$ cat config.mk
export PLATFORM = sky130hd
export DESIGN_NAME = rst_source_ctrl
export DESIGN_NICKNAME = d
export VERILOG_FILES = /design/src/rtl/rstc_pkg.sv /design/src/rtl/rstc_clk_monitor.sv /design/src/rtl/rstc_stretch.sv /design/src/rtl/rstc_sfr.sv /design/src/rtl/rst_source_ctrl.sv
export SDC_FILE = /design/constraint.sdc
export NUM_CORES = 1
export LEC_CHECK = 0
export BUFFER_PORTS_ARGS = -buffer_cell sky130_fd_sc_hd__buf_2
export CAP_MARGIN = 10
export CORE_MARGIN = 5
export CORE_UTILIZATION = 40
export DETAILED_ROUTE_END_ITERATION = 6
export PLACE_DENSITY = 0.71
export SLEW_MARGIN = 15
export SYNTH_ARGS = -nofsm -noshare
export SYNTH_HDL_FRONTEND = slang
export SYNTH_SLANG_ARGS = --single-unit
$ cat constraint.sdc
create_clock -name ref_clk -period 1.7 [get_ports ref_clk]
set_clock_uncertainty 0.15 [all_clocks]
set_input_delay 0.085 -clock ref_clk [delete_from_list [all_inputs] [get_ports ref_clk]]
set_output_delay 0.085 -clock ref_clk [all_outputs]
set_load 0.03 [all_outputs]
$ cat src/rtl/rstc_pkg.sv
package rstc_pkg;

    typedef enum logic [1:0] {
        CAUSE_NONE   = 2'd0,
        CAUSE_SUPPLY = 2'd1,
        CAUSE_PIN    = 2'd2,
        CAUSE_CLK    = 2'd3
    } cause_e;

    typedef struct packed {
        logic supply;
        logic pin;
        logic clk;
    } cause_vec_t;

    typedef struct packed {
        logic vmon_en;
        logic sup_sel;
        logic loss_en;
    } ctrl_t;

    localparam int FLAG_PIN_BIT  = 0;
    localparam int FLAG_SUP_BIT  = 1;
    localparam int FLAG_CLK_BIT  = 2;
    localparam int VMON_EN_BIT   = 7;
    localparam int VMON_STAT_BIT = 6;

    function automatic cause_e pick_cause(input cause_vec_t v);
        if (v.supply)   return CAUSE_SUPPLY;
        else if (v.pin) return CAUSE_PIN;
        else if (v.clk) return CAUSE_CLK;
        else            return CAUSE_NONE;
    endfunction

    function automatic cause_vec_t cause_onehot(input cause_e c);
        cause_vec_t r;
        r = '0;
        case (c)
            CAUSE_SUPPLY: r.supply = 1'b1;
            CAUSE_PIN:    r.pin    = 1'b1;
            CAUSE_CLK:    r.clk    = 1'b1;
            default:      r        = '0;
        endcase
        return r;
    endfunction

    function automatic logic any_cause(input cause_vec_t v);
        return v.supply | v.pin | v.clk;
    endfunction

endpackage

$ cat src/rtl/rstc_clk_monitor.sv
module rstc_clk_monitor #(
    parameter int LOSS_CYC = 5000,
    localparam int CW = $clog2(LOSS_CYC + 1)
) (
    input  logic clk,
    input  logic por,
    input  logic sys_clk,
    input  logic enable,
    output logic lost
);
    logic [2:0]    sync_q;
    logic [CW-1:0] cnt_q;
    logic          toggled;

    always_ff @(posedge clk) begin
        if (por) sync_q <= '0;
        else     sync_q <= {sync_q[1:0], sys_clk};
    end

    assign toggled = sync_q[2] ^ sync_q[1];

    always_ff @(posedge clk) begin
        if (por || !enable || toggled)
            cnt_q <= '0;
        else if (cnt_q != CW'(LOSS_CYC))
            cnt_q <= cnt_q + 1'b1;
    end

    assign lost = enable && (cnt_q == CW'(LOSS_CYC));


    toggle_clears_loss_chk: assert property (@(posedge clk) disable iff (por)
        toggled |=> !lost);


    disable_quiets_loss_chk: assert property (@(posedge clk) disable iff (por)
        !enable |=> (cnt_q == '0));

endmodule

$ cat src/rtl/rstc_stretch.sv
module rstc_stretch #(
    parameter int HOLD_CYC = 16,
    localparam int CW = $clog2(HOLD_CYC + 1)
) (
    input  logic clk,
    input  logic por,
    input  logic cause_any,
    output logic sys_rst
);
    logic [CW-1:0] hold_q;
    logic          rst_q;

    always_ff @(posedge clk) begin
        if (por || cause_any) begin
            hold_q <= CW'(HOLD_CYC);
            rst_q  <= 1'b1;
        end else if (hold_q != '0) begin
            hold_q <= hold_q - 1'b1;
            rst_q  <= 1'b1;
        end else begin
            rst_q  <= 1'b0;
        end
    end

    assign sys_rst = rst_q;


    cause_asserts_rst_chk: assert property (@(posedge clk) disable iff (por)
        cause_any |=> sys_rst);


    release_after_quiet_chk: assert property (@(posedge clk) disable iff (por)
        $fell(sys_rst) |-> !$past(cause_any));

endmodule

$ cat src/rtl/rstc_sfr.sv
module rstc_sfr
    import rstc_pkg::*;
#(
    parameter int          ADDR_W    = 8,
    parameter logic [ADDR_W-1:0] SRC_ADDR  = 'hE1,
    parameter logic [ADDR_W-1:0] VMON_ADDR = 'hE2
) (
    input  logic              clk,
    input  logic              por,
    input  logic              sys_rst,
    input  logic              wr_en,
    input  logic              rd_en,
    input  logic [ADDR_W-1:0] addr,
    input  logic [7:0]        wr_data,
    input  logic              supply_ok,
    input  cause_vec_t        active,
    output logic [7:0]        rd_data,
    output ctrl_t             ctrl
);
    cause_vec_t flags_q;
    ctrl_t      ctrl_q;
    logic       wr_ok;
    logic [7:0] src_byte;
    logic [7:0] vmon_byte;
    logic       unused_wbits;

    assign wr_ok = wr_en && !sys_rst;
    assign unused_wbits = ^{wr_data[6:3], wr_data[0]};

    always_ff @(posedge clk) begin
        if (por) begin
            ctrl_q <= '0;
        end else if (wr_ok) begin
            if (addr == SRC_ADDR) begin
                ctrl_q.sup_sel <= wr_data[FLAG_SUP_BIT];
                ctrl_q.loss_en <= wr_data[FLAG_CLK_BIT];
            end
            if (addr == VMON_ADDR)
                ctrl_q.vmon_en <= wr_data[VMON_EN_BIT];
        end
    end

    always_ff @(posedge clk) begin
        if (por)
            flags_q <= '0;
        else if (any_cause(active))
            flags_q <= cause_onehot(pick_cause(active));
    end

    always_comb begin
        src_byte = '0;
        src_byte[FLAG_PIN_BIT] = flags_q.pin;
        src_byte[FLAG_SUP_BIT] = flags_q.supply;
        src_byte[FLAG_CLK_BIT] = flags_q.clk;
        vmon_byte = '0;
        vmon_byte[VMON_EN_BIT]   = ctrl_q.vmon_en;
        vmon_byte[VMON_STAT_BIT] = supply_ok;
    end

    always_comb begin
        rd_data = '0;
        if (rd_en) begin
            if (addr == SRC_ADDR)       rd_data = src_byte;
            else if (addr == VMON_ADDR) rd_data = vmon_byte;
        end
    end

    assign ctrl = ctrl_q;


    single_flag_chk: assert property (@(posedge clk) disable iff (por)
        $onehot0(flags_q));


    write_blocked_chk: assert property (@(posedge clk) disable iff (por)
        (sys_rst && wr_en) |=> $stable(ctrl_q));


    vmon_low_zero_chk: assert property (@(posedge clk) disable iff (por)
        (rd_en && addr == VMON_ADDR) |-> (rd_data[5:0] == 6'd0));

endmodule

$ cat src/rtl/rst_source_ctrl.sv
module rst_source_ctrl
    import rstc_pkg::*;
#(
    parameter int LOSS_CYC = 5000,
    parameter int HOLD_CYC = 16,
    parameter int ADDR_W   = 8
) (
    input  logic              ref_clk,
    input  logic              por,
    input  logic              sys_clk,
    input  logic              rst_pin_n,
    input  logic              supply_ok,
    input  logic              sfr_wr,
    input  logic              sfr_rd,
    input  logic [ADDR_W-1:0] sfr_addr,
    input  logic [7:0]        sfr_wdata,
    output logic [7:0]        sfr_rdata,
    output logic              sys_rst
);
    ctrl_t      ctrl;
    cause_vec_t active;
    logic       clk_lost;

    rstc_clk_monitor #(.LOSS_CYC(LOSS_CYC)) u_mon (
        .clk     (ref_clk),
        .por     (por),
        .sys_clk (sys_clk),
        .enable  (ctrl.loss_en),
        .lost    (clk_lost)
    );

    always_comb begin
        active.supply = ctrl.vmon_en & ctrl.sup_sel & ~supply_ok;
        active.pin    = ~rst_pin_n;
        active.clk    = clk_lost;
    end

    rstc_stretch #(.HOLD_CYC(HOLD_CYC)) u_stretch (
        .clk       (ref_clk),
        .por       (por),
        .cause_any (any_cause(active)),
        .sys_rst   (sys_rst)
    );

    rstc_sfr #(.ADDR_W(ADDR_W)) u_sfr (
        .clk       (ref_clk),
        .por       (por),
        .sys_rst   (sys_rst),
        .wr_en     (sfr_wr),
        .rd_en     (sfr_rd),
        .addr      (sfr_addr),
        .wr_data   (sfr_wdata),
        .supply_ok (supply_ok),
        .active    (active),
        .rd_data   (sfr_rdata),
        .ctrl      (ctrl)
    );


    pin_forces_rst_chk: assert property (@(posedge ref_clk) disable iff (por)
        !rst_pin_n |=> sys_rst);

endmodule

==> impl_metrics.yaml <==
global_routing:
  grt.total_usage: 0.1408
  overflow: 0
  antenna_found_initial: 0
  grt_max_degree: 17
  grt_first_pass_wirelength_mm: 5.651
  grt_pass1_vias: 1343
layout:
  stdcell_area_um2: 1917
  fin_cells: 252
  final_net_count: 233
  diodes: 0
  fin_util: 0.5699
  syn_to_final_growth_pct: 36.18
  drive_gt1_frac: 0.3058
sta:
  final-hold-violation-count: 0
  period_needed_ns: 1.675
  period_share: 0.9854
  fmax_mhz: 597.0
  finalMaxSlewViolations: 0
  setup_ws_ns: 0.02488
  grt_setup_unrepaired: "yes"
  finalSetupViolCount: 0
critical_path:
  max_stage_delay_ns: 0.59
  critPathLaunch: "u_mon.cnt_q[2]"
  ff2ff_path_depth: 4
  critPathRequiredTime_ns: 1.79
  crit_arrival_ns: 1.77
  crit_path_end_kind: "flop"
  critPathKind: "flop to flop"
  crit_fanout: 5
  path_cells: "or4b_4 -> nor4_4 -> buf_4 -> nor4_1"
  r2r_slack_ns: 0.02
  startpoint_type: "flop"
  worstReg2RegStart: "u_mon.cnt_q[2]"
  endpoint: "u_stretch.hold_q[3]"
  reg2reg_to: "u_stretch.hold_q[3]"
  crit_slowest_cell: "or4b_4"
clock_tree:
  root_buffer: "clkbuf_4"
  path_clk_slew_ns: 0.16
  clock_path_buffers: 2
  cts_tree: "built"
  cts_sinks: 28
  cts_buffers: 3
  clkLatencyLatePin_ns: 0.34
  h-tree-depth: 1
die:
  rows: 21
  coreArea_um2: 3363
  die_h_um: 69.32
  ioPinCount: 32
  dieArea_um2: 4805
  initial_utilization: 0.4185
  die_w_um: 69.32
worst_hold_path:
  hp-class: "primary input to flop"
  whs_path_depth: 4
route:
  firstDrtPassIters: 4
  drt_iter0_drc: 72
  wirelength_mm: 3.445
  wl_met2_mm: 1.833
  wl_met3_um: 129
  drc: 0
  wire_per_inst_um: 13.67
  final_antenna_net_count: 0
  wl_met1_mm: 1.399
  via_per_inst: 5.353
  dr_total_vias: 1349
  highest_layer: "met4"
placed_design:
  portBuffers: 23
  preCtsSetupSlack_ns: -0.03257
  placed_area_um2: 1663
  hpwl_mm: 2.415
  placedCellCount: 233
  globalplace.congestion: 0.8077
synth:
  synth_cells: 153
  synth_edf_count: 0
  avgSynthCellArea_um2: 9.200
  syn_area_um2: 1408
  yosysWarningCount: 0
  synth-seq-cells: 28
  async_flop_share: 0
  synth_ff_type: "dfxtp_1"
  synth.distinct_cells: 40
  yosysSeqAreaShare: 0.3982
pwr:
  powerDensity_nw_per_um2: 658.2
  p_leak_nw: 0.7012
  ir_drop_v: 0.0007749
  power_mw: 1.262
run_status:
  outcome: "finished, final reports clean"
flow_run:
  maxCapViolations: 0
## placed cells by master (no fill, tap or decap), drive strengths merged, types with 3 or more instances in the layout
cell | synthesis | layout
or4b | 3 | 3
buf | 3 | 41
or3 | 3 | 3
o31ai | 6 | 6
nand3b | 3 | 3
xnor2 | 4 | 4
inv | 8 | 8
ha | 3 | 3
clkbuf | 2 | 3
a21oi | 10 | 10
nand4 | 6 | 6
nor4 | 5 | 5
nand3 | 9 | 9
dfxtp | 28 | 28
nand2b | 6 | 6
nor4b | 3 | 3
nand2 | 5 | 5
or4 | 4 | 4
mux2i | 3 | 3
dlygate4sd3 | 0 | 11
nor3 | 8 | 8
conb | 1 | 3
nor2b | 5 | 5
o21ai | 3 | 3
and2 | 5 | 5
## sequential cells by signal (all words and copies together) (netlist names)
register           count
u_mon.cnt_q           13
u_mon.sync_q           3
u_sfr.ctrl             3
u_sfr.flags_q          3
u_stretch.hold_q       5
u_stretch.sys_rst      1
## worst min path at each step
stage / to / startpoint / slack (ns)
final: u_sfr.ctrl[2] / sfr_addr[6] / 0.02
after global routing: u_sfr.ctrl[2] / sfr_addr[6] / 0.008
after CTS: u_sfr.ctrl[2] / sfr_addr[6] / 0.009
after detailed placement: u_mon.sync_q[0] / sys_clk / 0.15
after global placement: u_mon.sync_q[0] / sys_clk / 0.14
after floorplan: u_sfr.flags_q[1] / rst_pin_n / 0.03
## stage by stage
step	TNS, ns	hold WS, ns
6_report	0	0.01618
3_3_place_gp	0	0.1438
4_1_cts	0	0.009451
5_1_grt	-0.1149	0.007543
3_5_place_dp	-0.1198	0.1541
2_1_floorplan	0	0.03036
## what timing repair did
| item | 4_1_cts | 5_1_grt |
|---|---|---|
| endpoints found under the hold margin | 14 | 0 |
| pin swaps | 2 | 5 |
| endpoints found under the setup margin | 8 | 15 |
| hold buffers | 11 | 0 |
| gates resized for setup | 1 | 15 |
| setup buffers | 3 | 1 |
## layer usage
metal	GRT usage	vias to the layer above
li1	-	670
met1	0.1494	641
met2	0.2648	30
met3	0.03913	8
met4	0.04555	0
met5	0	-
## cell families (layout without fill, tap and decap cells)
group	Yosys count	in the layout	synth area share
compound gates	25	25	0.1129
xor+xnor	6	6	0.03733
fa+ha+maj	3	3	0.02667
buf+inv	13	64	0.04267
flops	28	28	0.3982
mux	5	5	0.03733
other cells	1	3	0.002664
simple gates	72	72	0.3422
## layout make-up
class,instances,area (um2)
clock buffer,3,22.52
clock inverter,1,30.03
fill,321,1446
inverter,8,30.03
multi-input combinational,114,845.8
sequential,28,570.5
tap,46,57.56
timing repair buffer,52,360.3
## synthesized netlist by cell type, drive strengths merged (4+ instances only)
cell type / number / area, um2
dfxtp: 28 / 560.5
a21oi: 10 / 50.05
nand3: 9 / 45.04
inv: 8 / 30.03
nor3: 8 / 40.04
nand2b: 6 / 37.54
nand4: 6 / 37.54
o31ai: 6 / 45.04
and2: 5 / 31.28
nand2: 5 / 18.77
nor2b: 5 / 31.28
nor4: 5 / 46.29
or4: 4 / 30.03
xnor2: 4 / 35.03
## critical path: cells and delay by family (launching register included)
kind / cells / cell delay, ns
AND/OR/NAND/NOR: 3 / 0.91
buffers and inverters: 1 / 0.19
flip-flops: 1 / 0.34
## report_power, final
group | internal [mW] | switching [mW] | total (mW)
sequential | 0.669 | 0.0129 | 0.682
clock | 0.239 | 0.210 | 0.448
combinational | 0.0727 | 0.0586 | 0.131
(Power assumes the default switching activity.)
